**src/rtl/rffe_sw_pkg.sv**
```systemverilog
package rffe_sw_pkg;
  localparam int REG_W      = 8;
  localparam int ADDR_W     = 5;
  localparam int USID_W     = 4;
  localparam int CMD_W      = 8;
  localparam int CMD_BITS   = USID_W + CMD_W + 1;
  localparam int DATA_BITS  = REG_W + 1;
  localparam int NUM_BANDS  = 2;
  localparam int NUM_ERR    = 5;

  localparam logic [ADDR_W-1:0] ADDR_HB     = 5'h00;
  localparam logic [ADDR_W-1:0] ADDR_LB     = 5'h01;
  localparam logic [ADDR_W-1:0] ADDR_CTRL   = 5'h1A;
  localparam logic [ADDR_W-1:0] ADDR_STATUS = 5'h1B;
  localparam logic [ADDR_W-1:0] ADDR_PM     = 5'h1C;
  localparam logic [ADDR_W-1:0] ADDR_USID   = 5'h1F;

  localparam int TRIG_ALL   = 2;
  localparam int MASK_LSB   = 3;
  localparam int SPARE_BIT  = 5;
  localparam int SWRST_BIT  = 6;

  localparam int ERR_CMDPAR = 0;
  localparam int ERR_LEN    = 1;
  localparam int ERR_DATPAR = 2;
  localparam int ERR_RDINV  = 3;
  localparam int ERR_WRINV  = 4;

  typedef struct packed {
    logic               wrEn;
    logic               rdEn;
    logic [ADDR_W-1:0]  addr;
    logic [REG_W-1:0]   data;
    logic [NUM_ERR-1:0] errSet;
  } regStrobe_t;

  function automatic logic addrValid(input logic [ADDR_W-1:0] a);
    return (a == ADDR_HB) || (a == ADDR_LB) || (a == ADDR_CTRL) ||
           (a == ADDR_STATUS) || (a == ADDR_PM) || (a == ADDR_USID);
  endfunction
endpackage

```
**src/rtl/rffeCtrl.sv**
```systemverilog
module rffeCtrl import rffe_sw_pkg::*; #(
  parameter int SYNC_STAGES = 2
) (
  input  logic              clk,
  input  logic              rstN,
  input  logic              sclk,
  input  logic              sdataIn,
  input  logic [USID_W-1:0] usid,
  input  logic [REG_W-1:0]  rdData,
  output regStrobe_t        strobe,
  output logic              sdataOut,
  output logic              sdataOe
);
  localparam int CNT_W = $clog2(CMD_BITS + 1);
  localparam logic [CNT_W-1:0] CMD_LAST = CNT_W'(CMD_BITS - 1);
  localparam logic [CNT_W-1:0] DAT_LAST = CNT_W'(DATA_BITS - 1);

  typedef enum logic [2:0] {IDLE, CMD, WDATA, RPARK, RDRV, REND} ctrlState_t;

  logic [SYNC_STAGES:0] sclkPipe, sdatPipe;
  logic sclkS, sclkP, sdatS, sdatP, sclkFall, sclkRise, sscArm, ssc;

  always_ff @(posedge clk or negedge rstN) begin
    if (!rstN) begin
      sclkPipe <= '0;
      sdatPipe <= '0;
    end else begin
      sclkPipe <= {sclkPipe[SYNC_STAGES-1:0], sclk};
      sdatPipe <= {sdatPipe[SYNC_STAGES-1:0], sdataIn};
    end
  end

  assign sclkS    = sclkPipe[SYNC_STAGES-1];
  assign sclkP    = sclkPipe[SYNC_STAGES];
  assign sdatS    = sdatPipe[SYNC_STAGES-1];
  assign sdatP    = sdatPipe[SYNC_STAGES];
  assign sclkFall = sclkP & ~sclkS;
  assign sclkRise = ~sclkP & sclkS;
  assign ssc      = sscArm & ~sclkS & sdatP & ~sdatS;

  // start detection: data high-then-low with the clock held low
  always_ff @(posedge clk or negedge rstN) begin
    if (!rstN)                     sscArm <= 1'b0;
    else if (sclkS || ssc)         sscArm <= 1'b0;
    else if (sdatS && !sdatP)      sscArm <= 1'b1;
  end

  ctrlState_t state;
  logic [CNT_W-1:0]     bitCnt;
  logic [CMD_BITS-2:0]  shReg;
  logic [ADDR_W-1:0]    addrQ;
  logic [DATA_BITS-1:0] rdSh;

  logic [CMD_BITS-1:0]  cmdFull;
  logic [DATA_BITS-1:0] datFull;
  logic [USID_W-1:0]    frmUsid;
  logic [CMD_W-1:0]     cmdByte;
  logic cmdDone, datDone, idMatch, cmdParOk, datParOk, goWrite, goRead;

  always_comb begin
    cmdFull  = {shReg, sdatS};
    datFull  = {shReg[DATA_BITS-2:0], sdatS};
    frmUsid  = cmdFull[CMD_BITS-1 -: USID_W];
    cmdByte  = cmdFull[CMD_W:1];
    cmdParOk = ^cmdFull;
    datParOk = ^datFull;
    cmdDone  = (state == CMD) && sclkFall && (bitCnt == CMD_LAST);
    datDone  = (state == WDATA) && sclkFall && (bitCnt == DAT_LAST);
    idMatch  = (frmUsid == usid);
    goWrite  = cmdDone && idMatch && cmdParOk && (cmdByte[7:5] == 3'b010) &&
               addrValid(cmdByte[ADDR_W-1:0]);
    goRead   = cmdDone && idMatch && cmdParOk && (cmdByte[7:5] == 3'b011) &&
               addrValid(cmdByte[ADDR_W-1:0]);

    strobe      = '0;
    strobe.addr = addrQ;
    if (ssc && state != IDLE) strobe.errSet[ERR_LEN] = 1'b1;
    if (cmdDone && idMatch) begin
      strobe.addr = cmdByte[ADDR_W-1:0];
      if (!cmdParOk) begin
        strobe.errSet[ERR_CMDPAR] = 1'b1;
      end else if (cmdByte[7]) begin
        strobe.wrEn = 1'b1;
        strobe.addr = ADDR_HB;
        strobe.data = {1'b0, cmdByte[6:0]};
      end else if (cmdByte[7:5] == 3'b010) begin
        strobe.errSet[ERR_WRINV] = !addrValid(cmdByte[ADDR_W-1:0]);
      end else if (cmdByte[7:5] == 3'b011) begin
        strobe.rdEn = addrValid(cmdByte[ADDR_W-1:0]);
        strobe.errSet[ERR_RDINV] = !addrValid(cmdByte[ADDR_W-1:0]);
      end
    end
    if (datDone) begin
      strobe.data = datFull[DATA_BITS-1:1];
      if (datParOk) strobe.wrEn = 1'b1;
      else          strobe.errSet[ERR_DATPAR] = 1'b1;
    end
  end

  always_ff @(posedge clk or negedge rstN) begin
    if (!rstN) begin
      state    <= IDLE;
      bitCnt   <= '0;
      shReg    <= '0;
      addrQ    <= '0;
      rdSh     <= '0;
      sdataOut <= 1'b0;
      sdataOe  <= 1'b0;
    end else if (ssc) begin
      state  <= CMD;
      bitCnt <= '0;
    end else begin
      unique case (state)
        CMD: if (sclkFall) begin
          shReg  <= {shReg[CMD_BITS-3:0], sdatS};
          bitCnt <= bitCnt + 1'b1;
          if (bitCnt == CMD_LAST) begin
            bitCnt <= '0;
            addrQ  <= cmdByte[ADDR_W-1:0];
            rdSh   <= {rdData, ~^rdData};
            state  <= goWrite ? WDATA : (goRead ? RPARK : IDLE);
          end
        end
        WDATA: if (sclkFall) begin
          shReg  <= {shReg[CMD_BITS-3:0], sdatS};
          bitCnt <= bitCnt + 1'b1;
          if (bitCnt == DAT_LAST) state <= IDLE;
        end
        RPARK: if (sclkFall) begin
          state  <= RDRV;
          bitCnt <= DAT_LAST;
        end
        RDRV: begin
          if (sclkRise) begin
            sdataOut <= rdSh[bitCnt];
            sdataOe  <= 1'b1;
          end
          if (sclkFall) begin
            if (bitCnt == '0) state <= REND;
            else              bitCnt <= bitCnt - 1'b1;
          end
        end
        REND: begin
          if (sclkRise) sdataOut <= 1'b0;
          if (sclkFall) begin
            sdataOe <= 1'b0;
            state   <= IDLE;
          end
        end
        default: ;
      endcase
    end
  end
endmodule

```
**src/rtl/rffeRegs.sv**
```systemverilog
module rffeRegs import rffe_sw_pkg::*; #(
  parameter logic [USID_W-1:0] USID_DEFAULT = 4'b1011
) (
  input  logic              clk,
  input  logic              rstN,
  input  regStrobe_t        strobe,
  output logic [REG_W-1:0]  rdData,
  output logic [USID_W-1:0] usid,
  output logic [REG_W-1:0]  hbSel,
  output logic [REG_W-1:0]  lbSel
);
  logic [1:0]           pmMode;
  logic                 spareQ;
  logic [NUM_BANDS-1:0] maskQ;
  logic [NUM_ERR-1:0]   statusQ;
  logic [NUM_BANDS-1:0][REG_W-1:0] shdVec, actVec;

  logic pmWr, swRst;
  assign pmWr  = strobe.wrEn && (strobe.addr == ADDR_PM);
  assign swRst = strobe.wrEn && (strobe.addr == ADDR_CTRL) && strobe.data[SWRST_BIT];

  always_ff @(posedge clk or negedge rstN) begin
    if (!rstN) begin
      pmMode <= '0;
      spareQ <= 1'b0;
      maskQ  <= '0;
      usid   <= USID_DEFAULT;
    end else begin
      if (pmWr) begin
        pmMode <= strobe.data[7:6];
        spareQ <= strobe.data[SPARE_BIT];
        maskQ  <= strobe.data[MASK_LSB +: NUM_BANDS];
      end
      if (strobe.wrEn && strobe.addr == ADDR_USID) usid <= strobe.data[USID_W-1:0];
    end
  end

  always_ff @(posedge clk or negedge rstN) begin
    if (!rstN) statusQ <= '0;
    else statusQ <= ((strobe.rdEn && strobe.addr == ADDR_STATUS) ? '0 : statusQ)
                    | strobe.errSet;
  end

  for (genvar b = 0; b < NUM_BANDS; b++) begin : bandG
    logic [REG_W-1:0] shdQ, actQ;
    logic bandWr, fire;
    assign bandWr = strobe.wrEn && (strobe.addr == ADDR_HB + ADDR_W'(b));
    assign fire   = pmWr && (strobe.data[b] || strobe.data[TRIG_ALL]);

    always_ff @(posedge clk or negedge rstN) begin
      if (!rstN) begin
        shdQ <= '0;
        actQ <= '0;
      end else if (swRst) begin
        shdQ <= '0;
        actQ <= '0;
      end else if (bandWr) begin
        shdQ <= strobe.data;
        if (maskQ[b]) actQ <= strobe.data;
      end else if (fire) begin
        actQ <= shdQ;
      end
    end
    assign shdVec[b] = shdQ;
    assign actVec[b] = (pmMode == 2'b00) ? actQ : '0;
  end

  assign hbSel = actVec[0];
  assign lbSel = actVec[1];

  always_comb begin
    rdData = '0;
    unique case (strobe.addr)
      ADDR_HB:     rdData = shdVec[0];
      ADDR_LB:     rdData = shdVec[1];
      ADDR_STATUS: rdData = REG_W'(statusQ);
      ADDR_PM:     rdData = {pmMode, spareQ, maskQ, 3'b000};
      ADDR_USID:   rdData = REG_W'(usid);
      default:     rdData = '0;
    endcase
  end
endmodule

```
**src/rtl/rffeSwitchSlave.sv**
```systemverilog
module rffeSwitchSlave import rffe_sw_pkg::*; #(
  parameter logic [USID_W-1:0] USID_DEFAULT = 4'b1011,
  parameter int                SYNC_STAGES  = 2
) (
  input  logic             clk,
  input  logic             rstN,
  input  logic             sclk,
  input  logic             sdataIn,
  output logic             sdataOut,
  output logic             sdataOe,
  output logic [REG_W-1:0] hbSel,
  output logic [REG_W-1:0] lbSel
);
  regStrobe_t        regStb;
  logic [REG_W-1:0]  rdData;
  logic [USID_W-1:0] usid;

  rffeCtrl #(.SYNC_STAGES(SYNC_STAGES)) i_ctrl (
    .clk(clk), .rstN(rstN), .sclk(sclk), .sdataIn(sdataIn),
    .usid(usid), .rdData(rdData), .strobe(regStb),
    .sdataOut(sdataOut), .sdataOe(sdataOe)
  );

  rffeRegs #(.USID_DEFAULT(USID_DEFAULT)) i_regs (
    .clk(clk), .rstN(rstN), .strobe(regStb), .rdData(rdData),
    .usid(usid), .hbSel(hbSel), .lbSel(lbSel)
  );
endmodule

```
**config.mk**
```make
export PLATFORM = sky130hd
export DESIGN_NAME = rffeSwitchSlave
export DESIGN_NICKNAME = d
export VERILOG_FILES = /design/src/rtl/rffe_sw_pkg.sv /design/src/rtl/rffeCtrl.sv /design/src/rtl/rffeRegs.sv /design/src/rtl/rffeSwitchSlave.sv
export SDC_FILE = /design/constraint.sdc
export NUM_CORES = 1
export LEC_CHECK = 0
export BUFFER_PORTS_ARGS = -buffer_cell sky130_fd_sc_hd__buf_4
export CAP_MARGIN = 10
export CORE_AREA = 2 2 87 89
export CTS_CLUSTER_DIAMETER = 80
export DETAILED_ROUTE_END_ITERATION = 8
export DIE_AREA = 0 0 89 91
export HOLD_SLACK_MARGIN = 0.06
export PLACE_DENSITY = 0.87
export SLEW_MARGIN = 0
export SYNTH_ARGS = -nofsm -noshare
export SYNTH_HDL_FRONTEND = slang
export SYNTH_SLANG_ARGS = --single-unit
```
**constraint.sdc**
```tcl
create_clock -name clk -period 11.26 [get_ports clk]
set_input_delay 3.378 -clock clk [delete_from_list [all_inputs] [get_ports clk]]
set_output_delay 3.378 -clock clk [all_outputs]
set_load 0.02 [all_outputs]
```
[After elaboration in Yosys (flattened, before gate mapping)]
Cells that the tools add are included.
Word-level totals
  bits of input ports: 4
  flip-flop bits (word level): 88
  word-level logic and storage cells: 187
  output and inout bits: 18
Cells by class
  bitwise operators: 10
  mux-type cells: 65
  eq/ne operators: 34
  $add $sub $neg: 2
  reduce and logical (&&, ||, !) cells: 56
  $lt $le $gt $ge: 1
Operators by type and width (number)
  $mux 8: 15
  $eq 5x5->1 const B: 8
  $pmux 8 s5: 1
  $mux 17: 2
  $mux 3: 10
  $mux 4: 7
  $ne 3x1->1 const B: 8
  $logic_and 1x1->1: 21
  $mux 1: 21
  $pmux 4 s4: 1
  $pmux 3 s5: 1
  $mux 13: 1
  $reduce_xor 13->1: 1
  $eq 3x2->1 const B: 4
  $reduce_and 4->1: 3
  $eq 5x1->1 const B: 2
  $logic_not 5->1: 2
  $ne 3x2->1 const B: 3
  $reduce_and 9->1: 1
  $reduce_bool 3->1: 3
  $reduce_xor 9->1: 1
  $eq 4x4->1 const B: 2
  $logic_or 1x1->1: 8
  $reduce_bool 2->1: 4
  other kinds (24): 38

[Depth between registers and ports, before layout]
Gate-level depths: netlist of the first run.
  word-level depth: 19
  gate-level depth with buffers: 16
  depth with buffers taken out: 12

[Cells and area by module]
A second synthesis of the first run with hierarchy kept.
Unflattened totals
  cells, all modules: 430
  area total of the unflattened synthesis: 4845.9 um^2
By module, submodules not included
  rffeCtrl: sequential area each 1051.0 um^2, cells each 252, area an instance 2626.3 um^2, times used 1
  rffeRegs: sequential area each 1154.9 um^2, cells each 178, area an instance 2219.6 um^2, times used 1

[Worst setup path before layout of the first run]
OpenSTA, ideal clock, no wires.
  path kind: flip-flop to output port
  start point: reg i_regs.pmMode[0]
  end point: out hbSel[0]
  path slack: 6.825 ns
  data required time: 7.882 ns
  buffers on the path: 1
  stages on the path, launching flop included: 4
  data arrival time: 1.057 ns
  cell sequence: dfrtp_1 > nor2_1 > clkbuf_1 > and2_1
Between the ends
  cells in the longest elaborated chain, start to end: 2
Ends and longest elaborated chain
  start: declaration: RTL line rffeRegs.sv:12  | logic [1:0] pmMode;
  start signal: assignment: RTL line rffeRegs.sv:30  | pmMode <= strobe.data[7:6];
  $logic_not 2->1: RTL line rffeRegs.sv:65  | assign actVec[b] = (pmMode == 2'b00) ? actQ : '0;
  $mux 8: RTL line rffeRegs.sv:65
  end: declaration: RTL line rffeSwitchSlave.sv:11  | output logic [REG_W-1:0] hbSel,
Every way passes these cells.

[Worst setup path after layout of the first run]
  start point: reg i_regs.pmMode[0]
  end point: out lbSel[0]
Between the ends
  cells in the longest elaborated chain, start to end: 2
Ends and longest elaborated chain
  $logic_not 2->1: RTL line rffeRegs.sv:65
  $mux 8: RTL line rffeRegs.sv:65
  end: declaration: RTL line rffeSwitchSlave.sv:12  | output logic [REG_W-1:0] lbSel
Every way passes these cells.

==> out/summary.log, run 1 <==
qor: floorplan.die-width 89 um
qor: critical_path.worst-r2r-setup-slack 6.37 ns
qor: sta.tightest_slew 1.09 ns
qor: critical_path.critical_path.cell_chain nor2_1, and2_1, buf_4
qor: yosys.yosys_warnings 0
qor: critical_path.r2r_start i_ctrl.bitCnt[0]
qor: yosys.post_synth_main_area_contributors sky130_fd_sc_hd__dfrtp_1 (47%), sky130_fd_sc_hd__mux2_2 (11%), sky130_fd_sc_hd__nand2_1 (3.5%), sky130_fd_sc_hd__a22o_1 (3.3%), sky130_fd_sc_hd__o21ai_0 (2.7%)
qor: critical_path.max_stage_delay 0.61 ns
qor: global_route.antenna_found_initial 0
qor: pwr.irDropWorstVdd 0.118 mV
qor: flow_run.maxCapViolCount 0
qor: finish.final_net_count 441
qor: finish.layout.area.seq 2210 sq um
qor: pwr.finalPower 0.000799 W
qor: sta.timing.final.setup_violations 0
qor: min_path.hold_path.class flop to flop
qor: finish.layout-area-overhead-vs-synth 9.72%
qor: route.via_count 3363
qor: yosys.ys_seq_area_share 48.4%
qor: route.ant_nets 0
qor: placed_design.io_buffers 21
qor: critical_path.crit_path_max_fanout 16
qor: yosys.netlist.top_cell.by_area sky130_fd_sc_hd__dfrtp_1
qor: clocking.clock-root-buffer sky130_fd_sc_hd__clkbuf_8
qor: critical_path.timing.critical_path.from_type flop
qor: pwr.power-per-cell-area 160 nW/um^2
qor: sta.fin_setup_tns 0 ns
qor: yosys.synthDominantCellAreaShare 46.7%
qor: critical_path.reg2reg_depth 11
qor: clocking.cts_post_setup_buffers_inserted 0
qor: route.via_per_inst 6.29
qor: yosys.mappedNetlistArea 4560 sq um
qor: floorplan.floorplan.io_pins 22
qor: pwr.netSwitchingFraction 30.8%
qor: yosys.synthArstFlopShare 100%
qor: clocking.clk_path_buf_depth 2
qor: sta.clock-skew-final 0.0115 ns
qor: critical_path.critical_path.n_buffers_inverters 1
qor: finish.num_antenna_cells 0
qor: placed_design.gpl.final_weighted_congestion 0.858
qor: run_status.outcome finished clean
qor: global_route.grt_start_max_net_pins 89
qor: critical_path.worst-endpoint-arrival 1.80 ns
qor: critical_path.kind_of_critical_path flop to output port
qor: pwr.switching_power 0.000246 W
qor: placed_design.post-place-cells 519
qor: clocking.clock_sinks 88
qor: yosys.synth-seq-cells 88
qor: finish.post_route_cells_drive_above_1_share 21.3%
qor: pwr.clk_network_pwr_share 33.7%
qor: finish.filler_cell_count 513
qor: floorplan.die_h 91 um
qor: yosys.post_synth.cell_area_avg 10.8 sq um
qor: global_route.grt_remaining_overflow 0
qor: pwr.cellInternalPower 0.000553 W
qor: pwr.leakage 2.39 nW
qor: min_path.whs_path_depth 0
qor: sta.max-slew-margin-rel 27.1%
qor: critical_path.critPathCaptureType output port
qor: route.drc 0
qor: critical_path.critical_path.reg2reg.endpoint i_ctrl.rdSh[0]
qor: sta.report.final.slew_viol_count 0
qor: global_route.vias_in_the_first_global_route 3317
qor: yosys.ys_dominant_reg_cell sky130_fd_sc_hd__dfrtp_1
qor: floorplan.core.rowCount 31
qor: floorplan.core_area 7140 sq um
qor: min_path.hold_end i_ctrl.sclkPipe[1]
qor: clocking.cts.htree.levels 3
qor: clocking.cts_tree built
qor: yosys.synth_edf_count 0
qor: clocking.ctsResizeCount 0
qor: yosys.distinct_cell_type_count_after_synthesis 59
qor: floorplan.initial_standard_cell_utilization_of_the_core 63.8%
qor: sta.max_freq 193 MHz
qor: yosys.syn-instance-count 420
qor: pwr.share_comb_of_total_power 19.7%
qor: yosys.synthMostInstantiatedCell sky130_fd_sc_hd__dfrtp_1
qor: yosys.synth_commonest_cells sky130_fd_sc_hd__dfrtp_1 (85), sky130_fd_sc_hd__mux2_2 (45), sky130_fd_sc_hd__nand2_1 (42), sky130_fd_sc_hd__o21ai_0 (25), sky130_fd_sc_hd__nor2_1 (20)
qor: placed_design.dp_hpwl 6.68 mm
qor: global_route.groute.usage.overall 27.0%
qor: critical_path.crit_required 7.88 ns
qor: critical_path.cpLargestDelayFamily simple AND/OR/NAND/NOR gates
qor: route.drt_pass1_iterations 6
qor: floorplan.die_area 8100 sq um
qor: route.detail_route.wirelength 9.95 mm
qor: global_route.grt_first_pass_wirelength 16.6 mm
qor: finish.multi_input_gate_area 2220 sq um
qor: sta.timing.final.hold_violations 0
qor: route.routed_wire_length_per_instance 18.6 um
qor: clocking.cts_made_buffers 9
qor: sta.rsz0062_at_grt false
qor: finish.post_layout_nonfiller_instances 535
qor: yosys.total_nets_after_synthesis 430
qor: clocking.cts_hold_repair.buffers 0
qor: clocking.cts.clk_slew.worst_paths 0.10 ns
qor: critical_path.cpMaxStageDelayCell sky130_fd_sc_hd__nor2_1
qor: sta.min_period 5.18 ns
qor: min_path.hold_start i_ctrl.sclkPipe[0]
qor: sta.timing.final.crit_share 46.0%
qor: pwr.p_seq_share 46.5%
qor: route.drc_marker_count_from_the_first_detailed_route_iteration 321
qor: clocking.insertion_delay 0.37 ns
## how the worst max path moves through the flow
| stage | endpoint | from | cells after the start |
|---|---|---|---|
| after detailed placement | lbSel[0] | i_regs.pmMode[0] | 3 |
| after CTS | lbSel[0] | i_regs.pmMode[0] | 3 |
| final | lbSel[0] | i_regs.pmMode[0] | 3 |
| after global routing | lbSel[0] | i_regs.pmMode[0] | 3 |
| after global placement | hbSel[5] | i_regs.pmMode[0] | 3 |
| after floorplan | hbSel[0] | i_regs.pmMode[0] | 3 |
## power by group through the flow
stage	Sequential, W	Clock [W]	Combinational [W]
2_1_floorplan	0.000344	0	0.000151
3_3_place_gp	0.000375	0	0.000147
3_5_place_dp	0.000377	0	0.000154
4_1_cts	0.000371	0.000273	0.000157
5_1_grt	0.000376	0.000287	0.000173
6_report	0.000372	0.000270	0.000158
## registers in the layout, summed over array words and instances (netlist names), 4 cells and up
signal,cells
i_regs.usid,4
i_ctrl.bitCnt,4
i_ctrl.shReg,12
i_regs.bandG.shdQ,16
i_ctrl.addrQ,5
i_ctrl.rdSh,9
i_regs.bandG.actQ,16
i_regs.statusQ,5
## cell usage in the layout, fill, tap and decap left out, types with 13 or more instances in the layout
cell type / Yosys / layout
sky130_fd_sc_hd__o21ai_0: 25 / 25
sky130_fd_sc_hd__a21oi_1: 14 / 14
sky130_fd_sc_hd__buf_4: 0 / 22
sky130_fd_sc_hd__a22o_1: 17 / 17
sky130_fd_sc_hd__mux2_2: 45 / 45
sky130_fd_sc_hd__nor2_1: 20 / 20
sky130_fd_sc_hd__and2_1: 19 / 19
sky130_fd_sc_hd__nor3_1: 13 / 13
sky130_fd_sc_hd__dfrtp_1: 85 / 85
sky130_fd_sc_hd__nand2_1: 42 / 42
## stage by stage
stage	worst slack, ns	cell area, sq um	util, %	hold WS [ns]
3_3_place_gp	6.58	4750	66.6	0.332
2_1_floorplan	6.82	4560	-	0.331
4_1_cts	6.03	5000	70.1	0.384
3_5_place_dp	6.45	4750	66.6	0.336
6_report	6.08	5000	70.1	0.383
5_1_grt	5.83	5000	70.1	0.384
## layout make-up
cell class | count | area share [%]
Multi-Input combinational cell | 300 | 44.4
Inverter | 10 | 0.751
Timing Repair Buffer | 22 | 3.30
Tap cell | 99 | 2.48
Clock buffer | 9 | 2.48
Sequential cell | 88 | 44.1
Clock inverter | 7 | 2.48
## cell families after synthesis
family                   after synthesis  synth area share (%)
AND/OR/NAND/NOR                      129                  14.4
XOR/XNOR                              19                  5.30
adder cells (fa/ha/maj)                6                  1.65
flip-flops                            88                  48.4
buffers and inverters                 32                  2.88
AO/OA/AOI/OAI                         95                  14.4
multiplexers                          51                  13.0
## metal layers
layer / track usage, % / vias to the layer above / wire length (um)
li1: - / 1535 / -
met1: 37.6 / 1659 / 4260
met2: 41.9 / 146 / 4910
met3: 5.91 / 23 / 561
met4: 9.33 / 0 / 216
met5: 0 / - / 0
Note: power is estimated with default switching activity, not from simulation.
==> run 2, diff against run 1 <==
--- a/config.mk
+++ b/config.mk
@@ -7,12 +7,12 @@
 export LEC_CHECK = 0
 export BUFFER_PORTS_ARGS = -buffer_cell sky130_fd_sc_hd__buf_4
 export CAP_MARGIN = 10
-export CORE_AREA = 2 2 87 89
+export CORE_AREA = 2 2 95 97
 export CTS_CLUSTER_DIAMETER = 80
 export DETAILED_ROUTE_END_ITERATION = 8
-export DIE_AREA = 0 0 89 91
+export DIE_AREA = 0 0 97 99
 export HOLD_SLACK_MARGIN = 0.06
-export PLACE_DENSITY = 0.87
+export PLACE_DENSITY = 0.78
 export SLEW_MARGIN = 0
 export SYNTH_ARGS = -nofsm -noshare
 export SYNTH_HDL_FRONTEND = slang
==> constraint.sdc (replaced) <==
create_clock -name clk -period 4.4 [get_ports clk]
set_input_delay 1.32 -clock clk [delete_from_list [all_inputs] [get_ports clk]]
set_output_delay 1.32 -clock clk [all_outputs]
set_load 0.02 [all_outputs]
==> run 2 against run 1 <==
Hold slack worse by 0.025 ns. Sequential share of layout area is 0.088 points lower. Sequential cell count stayed put. Clock skew is 0.00060 ns higher. First-iteration DRC count is 18% lower. Clock power is 110% higher. Global-route usage is 5.6 points lower. Critical path type is now flop to flop. Largest cell class unchanged.
==> out/summary.log, run 2 (synthesized netlist as in run 1, its figures left out) <==
qor: placed_design.dp_hpwl 6.89 mm
qor: sta.min_period 4.17 ns
qor: sta.timing.final.hold_violations 0
qor: placed_design.io_buffers 21
qor: floorplan.die-width 97 um
qor: critical_path.kind_of_critical_path flop to flop
qor: floorplan.die_area 9600 sq um
qor: min_path.hold_path.class flop to flop
qor: sta.timing.final.crit_share 94.7%
qor: floorplan.core_area 8550 sq um
qor: finish.most-common-layout-cells sky130_fd_sc_hd__dfrtp_1 (85), sky130_fd_sc_hd__mux2_2 (45), sky130_fd_sc_hd__nand2_1 (42)
qor: sta.rsz0062_at_grt false
qor: sta.max_freq 240 MHz
qor: pwr.power-per-cell-area 385 nW/um^2
qor: route.drc_marker_count_from_the_first_detailed_route_iteration 262
qor: global_route.antenna_found_initial 0
qor: finish.num_antenna_cells 0
qor: critical_path.critPathCaptureType flop
qor: clocking.cts.htree.levels 3
qor: route.ant_nets 0
qor: global_route.grt_first_pass_wirelength 16.4 mm
qor: clocking.cts_tree built
qor: floorplan.floorplan.io_pins 22
qor: clocking.cts_post_setup_buffers_inserted 0
qor: sta.fin_setup_tns 0 ns
qor: sta.report.final.slew_viol_count 0
qor: finish.layout.cells.most_common sky130_fd_sc_hd__dfrtp_1
qor: clocking.cts.clk_slew.worst_paths 0.10 ns
qor: floorplan.die_h 99 um
qor: sta.clock-skew-final 0.0121 ns
qor: floorplan.core.rowCount 34
qor: pwr.irDropWorstVdd 0.236 mV
qor: finish.final_net_count 447
qor: clocking.clock_sinks 88
qor: global_route.grt_remaining_overflow 0
qor: finish.layout-area-overhead-vs-synth 9.94%
qor: route.via_per_inst 6.05
qor: placed_design.place_worst_setup_slack 0.370 ns
qor: sta.final.setup.worst_slack 0.234 ns
qor: route.detail_route.wirelength 9.91 mm
qor: floorplan.initial_standard_cell_utilization_of_the_core 53.3%
qor: flow_run.maxCapViolCount 0
qor: global_route.grt_start_max_net_pins 89
qor: sta.tightest_slew 1.09 ns
qor: global_route.global_route.usage.met1 29.0%
qor: clocking.cts_hold_repair.buffers 0
qor: global_route.vias_in_the_first_global_route 3220
qor: global_route.met3_usage 3.90%
qor: sta.timing.final.setup_violations 0
qor: clocking.clock-root-buffer sky130_fd_sc_hd__clkbuf_8
qor: sta.max-slew-margin-rel 27.5%
qor: clocking.ctsResizeCount 0
qor: route.routed_wire_length_per_instance 18.0 um
qor: global_route.groute.usage.overall 21.4%
qor: finish.filler_cell_count 680
qor: finish.post_route_cells_drive_above_1_share 22.4%
qor: finish.biggestRegsByFlops i_regs.bandG.actQ (16), i_regs.bandG.shdQ (16), i_ctrl.shReg (12)
qor: route.drt_pass1_iterations 6
qor: placed_design.gpl.final_weighted_congestion 0.912
qor: critical_path.timing.critical_path.from_type flop
qor: route.drc 0
qor: critical_path.crit_required 4.64 ns
qor: placed_design.placed_area 4810 sq um
qor: clocking.insertion_delay 0.36 ns
qor: clocking.clk_path_buf_depth 2
qor: clocking.cts_made_buffers 9
qor: finish.design_area 5010 sq um
qor: run_status.outcome finished clean
qor: critical_path.crit_path_max_fanout 9
qor: route.via_count 3328
qor: critical_path.worst-endpoint-arrival 4.41 ns
qor: global_route.met2_usage 34.9%
qor: global_route.grt_busiest_layer met2
qor: pwr.leakage 2.40 nW
run 2: cell types whose count changed in the layout (fill, tap and decap cells not counted):
| cell | change |
|---|---|
| sky130_fd_sc_hd__buf_4 | +6 |
| sky130_fd_sc_hd__clkinv_2 | +1 |
| sky130_fd_sc_hd__clkinv_4 | +1 |
| sky130_fd_sc_hd__bufinv_16 | -2 |
run 2: layout make-up:
cell class / count / area [sq um] / share of cell area, %
Multi-Input combinational cell: 300 / 2220 / 44.3
Sequential cell: 88 / 2210 / 44.0
Timing Repair Buffer: 28 / 210 / 4.20
Tap cell: 108 / 135 / 2.70
Clock buffer: 9 / 124 / 2.47
Clock inverter: 7 / 77.6 / 1.55
Inverter: 10 / 37.5 / 0.749
run 2: path summary, 6_finish.rpt:
kind | from | endpoint | slack, ns | depth (start not counted)
setup / recovery | i_ctrl.shReg[5] | i_regs.bandG[1].actQ[1] | 0.23 | 11
hold / removal | i_ctrl.sclkPipe[0] | i_ctrl.sclkPipe[1] | 0.36 | 0
setup reg to reg | i_ctrl.shReg[5] | i_regs.bandG[1].actQ[1] | 0.23 | 11
hold reg to reg | i_ctrl.sclkPipe[0] | i_ctrl.sclkPipe[1] | 0.36 | 0
max in group asynchronous | rstN | i_ctrl.shReg[6] | 2.55 | 1
min in group asynchronous | rstN | i_ctrl.sclkPipe[2] | 1.14 | 1
run 2: layer usage:
layer / wire [um] / share of wire, %
met1: 4430 / 45
met2: 4740 / 48
met5: 0 / 0
met3: 497 / 5.0
met4: 244 / 2.5
run 2: worst max-delay path, stage by stage, from the launching register on:
cell                      delay [ns]
sky130_fd_sc_hd__dfrtp_1        0.47
sky130_fd_sc_hd__inv_1          0.12
sky130_fd_sc_hd__ha_1           0.33
sky130_fd_sc_hd__xnor2_1        0.22
sky130_fd_sc_hd__xnor3_2        0.55
sky130_fd_sc_hd__xnor2_4        0.19
sky130_fd_sc_hd__nand2_2        0.14
sky130_fd_sc_hd__a31oi_1        0.15
sky130_fd_sc_hd__nor2_1         0.45
sky130_fd_sc_hd__nand2_1        0.31
sky130_fd_sc_hd__o21ai_1        0.70
sky130_fd_sc_hd__mux2_2         0.41
run 2: power breakdown:
group          switching, W  leakage (nW)  internal [W]
sequential        0.0000905          1.20      0.000842
combinational      0.000221          1.10      0.000196
clock              0.000308         0.101      0.000269
run 2: per-stage QoR:
stage / cells / hold WS, ns / utilization, % / total power, W
after detailed placement: 534 / 0.336 / 56.2 / 0.00136
after global routing: 550 / 0.365 / 58.6 / 0.00202
after global placement: 534 / 0.333 / 56.2 / 0.00135
final: 550 / 0.358 / 58.6 / 0.00193
after floorplan: 420 / 0.331 / - / 0.00127
after CTS: 550 / 0.358 / 58.6 / 0.00193
